File: src/rtl/errcap_regs.sv
module errcap_regs #(
  parameter int AW  = 32,
  parameter int NCH = 2
) (
  input  logic              clk,
  input  logic              rst_n,
  input  logic              sticky_rst_n,
  input  logic [8*NCH-1:0]  err_ev,
  input  logic [NCH-1:0]    ptr_load,
  input  logic [NCH*AW-1:0] ptr_addr,
  input  logic              reg_wr,
  input  logic              reg_sel,
  input  logic [31:0]       reg_wdata,
  output logic [31:0]       reg_rdata
);
  localparam int EW = 8 * NCH;
  localparam logic [7:0] CH_DEF = 8'hEB;
  localparam logic [7:0] CH_ALN = 8'h40;
  localparam logic [EW-1:0] DEF_M = {NCH{CH_DEF}};

  logic [EW-1:0] ev, ferr, nerr, clr_f, clr_n;
  logic          f_empty;

  for (genvar c = 0; c < NCH; c++) begin : g_ch
    logic misal;
    assign misal = ptr_load[c] && (ptr_addr[c*AW +: 5] != 5'd0);
    assign ev[c*8 +: 8] = (err_ev[c*8 +: 8] & CH_DEF & ~CH_ALN) | (misal ? CH_ALN : 8'h00);
  end

  assign f_empty = (ferr == '0);
  assign clr_f   = (reg_wr && !reg_sel) ? (reg_wdata[EW-1:0] & DEF_M) : '0;
  assign clr_n   = (reg_wr &&  reg_sel) ? (reg_wdata[EW-1:0] & DEF_M) : '0;

  always_ff @(posedge clk or negedge sticky_rst_n) begin
    if (!sticky_rst_n) begin
      ferr <= '0;
      nerr <= '0;
    end else begin
      ferr <= (ferr & ~clr_f) | (f_empty ? ev : '0);
      nerr <= (nerr & ~clr_n) | (f_empty ? '0 : ev);
    end
  end

  always_ff @(posedge clk or negedge rst_n) begin
    if (!rst_n) reg_rdata <= '0;
    else        reg_rdata <= {{(32-EW){1'b0}}, (reg_sel ? nerr : ferr)};
  end
endmodule


File: config.mk
export PLATFORM = sky130hd
export DESIGN_NAME = errcap_regs
export DESIGN_NICKNAME = d
export VERILOG_FILES = /design/src/rtl/errcap_regs.sv
export SDC_FILE = /design/constraint.sdc
export NUM_CORES = 1
export LEC_CHECK = 0
export BUFFER_PORTS_ARGS = -buffer_cell sky130_fd_sc_hd__clkbuf_2
export CORE_ASPECT_RATIO = 2
export CORE_MARGIN = 8
export CORE_UTILIZATION = 38
export CTS_BUF_LIST = sky130_fd_sc_hd__clkbuf_4 sky130_fd_sc_hd__clkbuf_8
export DETAILED_ROUTE_END_ITERATION = 10
export GPL_TIMING_DRIVEN = 0
export PLACE_DENSITY_LB_ADDON = 0.12
export SETUP_SLACK_MARGIN = 0.15
export SLEW_MARGIN = 20
export SYNTH_ARGS = -nofsm -noshare
export SYNTH_HDL_FRONTEND = slang
export SYNTH_SLANG_ARGS = --single-unit
File: constraint.sdc
create_clock -name clk -period 1.87 [get_ports clk]
set_input_delay 0.561 -clock clk [delete_from_list [all_inputs] [get_ports clk]]
set_output_delay 0.561 -clock clk [all_outputs]
set_load 0.01 [all_outputs]
Yosys cells after proc, flatten, opt, wreduce, memory -nomap -nowiden
Index checks and enable logic that the tools add are counted.
{ "totals": {"input_bits": 119, "regBits": 48, "wordCells": 26, "out_inout_bits": 32} }
{ "classes": {"muxes": 7, "n_reduce_logical": 8, "bitwise_logic": 8} }
{ "ops": {"columns": ["op", "n"], "rows": [
  ["$mux W16", 5],
  ["$and A16 B16 Y16", 2],
  ["$not A16 Y16", 2],
  ["$or A16 B16 Y16", 2],
  ["$logic_not A16 Y1", 1],
  ["$or A8 B7 Y8", 2],
  ["$mux W7", 2],
  ["$reduce_bool A5 Y1", 2],
  ["$logic_and A1 B1 Y1", 4],
  ["$logic_not A1 Y1", 1]
]} }

Longest topological paths before layout
{ "depth": {"word_depth": 6, "depth_mapped": 4, "mapped_depth_nobuf": 3} }

Worst setup path after synthesis
No wires, ideal clock.
{ "synth_path": {"path_kind": "input to register", "from": "input ptr_addr[32]", "to": "register nerr[14]", "t_required_ps": 1743, "path_buffers": 0, "t_arrival_ps": 1337, "stages": 3, "setup_time_ps": 127, "path_slack_ps": 406, "path_cell_list": "or4_1 o21ai_0 o2bb2ai_1"} }
{ "synth_via": {"elab_chain_len": 6} }
{ "synth_lines": {"columns": ["element", "line", "rtl"], "rows": [
  ["start: declaration", "10", "input logic [NCH*AW-1:0] ptr_addr,"],
  ["$reduce_bool A5 Y1", "26", "assign misal = ptr_load[c] && (ptr_addr[c*AW +: 5] != 5'd0);"],
  ["$logic_and A1 B1 Y1", "26", null],
  ["$mux W7", "27", "assign ev[c*8 +: 8] = (err_ev[c*8 +: 8] & CH_DEF & ~CH_ALN) | (misal ? CH_ALN : 8'h00);"],
  ["$or A8 B7 Y8", "27", null],
  ["$mux W16", "40", "nerr <= (nerr & ~clr_n) | (f_empty ? '0 : ev);"],
  ["$or A16 B16 Y16", "40", null],
  ["end signal: assignment", "40", null],
  ["end: declaration", "21", "logic [EW-1:0] ev, ferr, nerr, clr_f, clr_n;"]
]} }
No other way between the ends.

Worst setup path after layout
{ "layout_path": {"from": "register ferr[11]", "to": "register nerr[9]"} }
{ "layout_via": {"elab_chain_len": 3} }
{ "layout_lines": {"columns": ["element", "line", "rtl"], "rows": [
  ["start: declaration", "21", null],
  ["start signal: assignment", "39", "ferr <= (ferr & ~clr_f) | (f_empty ? ev : '0);"],
  ["$logic_not A16 Y1", "30", "assign f_empty = (ferr == '0);"],
  ["$mux W16", "40", null],
  ["$or A16 B16 Y16", "40", null]
]} }
No other way between the ends.

==> impl_summary.md <==
Route
In the final routing, the length of wire on met1 measures 1.63 mm. The via count normalized by instance count is 4.87. After detailed routing, the met2 layer carries 2.05 mm of wire. The first TritonRoute pass finished after 4 iterations. The overall routed net length is 4.17 mm. The DRC violation total after the first TritonRoute iteration is 55.

The count of unresolved DRC violations after routing is 0. For this block, the via count after detailed routing is 1,275. In this run the remaining antenna-violating nets after routing total 0.

The length of routed met3 wiring is 413 µm. The highest layer used for signal routing is met4. After detailed routing, the average wire length per cell comes to 15.9 µm.

Worst setup path
The capture point of the worst reg-to-reg path is nerr[9]. Data on the critical path is required at its endpoint by 2040 ps. The signal on the critical path passes through nor4_2 > nand3_1 > buf_6 > a22o_1.

The worst setup path is of the reg -> reg kind. The number of cells on the worst reg-to-reg path is 4. The kind of end point of the critical path is a register. The number of buffers and inverters on the critical path is 1. Along the worst path, the maximum fanout reaches 10. The minimum setup slack among reg-to-reg paths is 330 ps. The startpoint of the worst-slack reg-to-reg timing path is ferr[11]. STA puts the critical path data arrival time at 1700 ps. The kind of cell adding the most delay to the critical path is simple AND/OR/NAND/NOR gates.

The delay of the slowest cell on the worst path is 400 ps. On the critical path, the stage with the largest delay is an instance of dfrtp_1. The startpoint class of the critical path is a register.

Power and ir drop
The power after layout is 2.35 mW. Across the VDD grid, the largest voltage drop is 554 µV. Power spread over the standard cell area amounts to 1120 mW/mm².

The leakage dissipation is 1.05 nW.

Clock network
After clock tree synthesis, the clock-pin slew on the worst setup and hold paths is 70 ps. The number of buffers created by CTS is 5. At the later pin of the worst-skew pair, clock insertion delay measures 280 ps.

The count of clock tree sinks is 36. Hold repair after CTS inserted 0 buffers. The number of setup buffers added after CTS is 0. The post-cts resize count is 0. TritonCTS built the clock tree. The depth of the CTS H-tree is 2. Clock tree synthesis selected as its root buffer the cell clkbuf_8. The clock passes through at most 2 buffers.

STA
The final worst clock skew is 3.28 ps. In the finished design, the share of the clock period the worst path needs comes to 82.2%. The maximum clock frequency is 651 MHz.

After layout, the minimum clock period comes to 1540 ps. The final number of setup-violating endpoints is 0. Headroom to the max-slew limit came out at 59.0%.

The final-report hold violation count is 0. Adding up every negative setup slack in the final design gives 0 ps. The max-slew violation total from the final report is 0. For the pin with the worst max-slew slack, the measured transition is 615 ps. Setup repair after global routing left no endpoint under its margin.

Die
The vertical die dimension is 108 µm. The floorplan has 33 rows. The region available for standard cell placement spans 0.00409 mm².

The die area is 0.00667 mm². The top-level I/O count is 151. The initial standard-cell utilization of the core is 39.1%. The die is 61.9 µm wide.

Logic synthesis
Summed over all instances, the cell type with the most area after synthesis is dfrtp_1. Sequential cells were found to cover 56.3% of the synthesized design area. The distinct cell type count of the synthesized netlist is 19.

The fraction of registers with async set/reset is 100%. The average cell area after synthesis is 12.0 µm². The combined area of all synthesized cells is 0.00160 mm².

The number of warnings issued by yosys is 0. The top flip-flop cell by instance count after synthesis is dfrtp_1. The number of flip-flops and latches in the synthesized netlist is 36. After synthesis, the most frequently instantiated cells are dfrtp_1 (36), nand2_1 (24), buf_4 (21).

The share of the synthesized area in the top cell type is 56.3%. The synthesized design contains 0 enable-type register cells. Synthesis produced 133 cells. Among all cell types in the netlist, the one instantiated most often is dfrtp_1. Sorting the synthesized cells by area gives the leading types as dfrtp_1 (56%), buf_4 (9.9%), a22o_1 (9.3%).

Global route
The via count of the first global-routing pass is 1,454. The initial antenna violation count is 0. The global router's overall resource usage is 13.5%. The global-route wire length before repair is 6.68 mm. Entering global routing, the biggest net connects 25 pins. The final global-route overflow total is 0.

Place
The wire-length estimate of the detail-placed layout is 3.21 mm. The number of buffers added on ports is 50. The routability congestion estimate from global placement is 0.831.

The placement-stage cell area is 0.00199 mm².

Run status
The run finished with clean final reports.

Job
The reported max-cap violation count is 0.

Finish
The number of filler cells placed in the layout is 379. Relative to the synthesized area, the layout overhead comes to 30.6%. The summed area of non-filler cells in the final layout is 0.00209 mm². The diode insertion count for antenna repair is 0.

Cells with a size suffix above 1 make up 47.1% of the layout. The net count of the finished layout is 328.

Worst hold path
The type of the tightest min-delay check is in -> async.
-- routing by layer --
metal	vias to the layer above	global-route usage, %
met4	0	5.91
met3	5	5.75
met1	620	14.5
met2	66	21.9
met5	-	0
li1	584	-
-- flip-flops by register name (all words and copies together), names as in the netlist --
signal,count
ferr,12
nerr,12
reg_rdata,12
-- per-stage QoR --
stage | worst slack (ps) | instances | util [%] | hold slack [ps]
after floorplan | 406 | 152 | - | 265
after global placement | 69.0 | 254 | 48.6 | 465
after detailed placement | 47.8 | 254 | 48.6 | 479
after CTS | 314 | 262 | 51.0 | 189
after global routing | 220 | 262 | 51.1 | 186
final | 333 | 262 | 51.1 | 179
-- kinds of logic (layout without fill, tap and decap cells) --
| group | after synthesis | in the layout | synth area share (%) |
|---|---|---|---|
| flops | 36 | 36 | 56.3 |
| simple gates | 33 | 33 | 9.70 |
| compound gates | 26 | 26 | 14.0 |
| buf+inv | 25 | 83 | 11.3 |
| mux | 12 | 12 | 8.44 |
| other cells | 1 | 20 | 0.234 |
-- worst max path at each step --
stage / startpoint / end / slack [ps] / depth (start not counted)
3_5_place_dp: reg_sel / ferr[11] / 50 / 5
2_1_floorplan: ptr_addr[32] / nerr[14] / 410 / 3
3_3_place_gp: reg_sel / ferr[7] / 70 / 5
4_1_cts: ferr[11] / nerr[11] / 310 / 4
6_report: ferr[11] / nerr[9] / 330 / 4
5_1_grt: reg_sel / ferr[9] / 220 / 5
-- layout make-up --
class,count,area (µm²),share of cell area (%)
clock buffers,8,97.6,4.67
plain buffers,25,181,8.68
repair buffers,50,250,12.0
flip-flops and latches,36,901,43.1
well taps,52,65.1,3.11
multi-input cells,91,596,28.5
-- report_power, final --
group          leakage (nW)  total, mW  internal (mW)  switching, mW
Clock                0.0523      0.587          0.329          0.258
Sequential            0.409       1.12          0.988          0.133
Combinational         0.589      0.644          0.340          0.304
-- cell usage in the layout, fill, tap and decap left out --
cell	count
and2_1	1
a22o_2	3
buf_2	1
conb_1	20
nand2_1	24
or4_1	2
a22o_1	17
clkbuf_2	50
nand3_1	1
and3_2	1
clkbuf_4	2
buf_4	21
dfrtp_1	36
o21ai_0	2
clkbuf_8	6
mux2_2	12
buf_6	1
nor2b_1	1
nor4_1	1
nor4_2	2
o2bb2ai_1	4
clkbuf_1	2
Note: power is estimated with default switching activity, not from simulation.
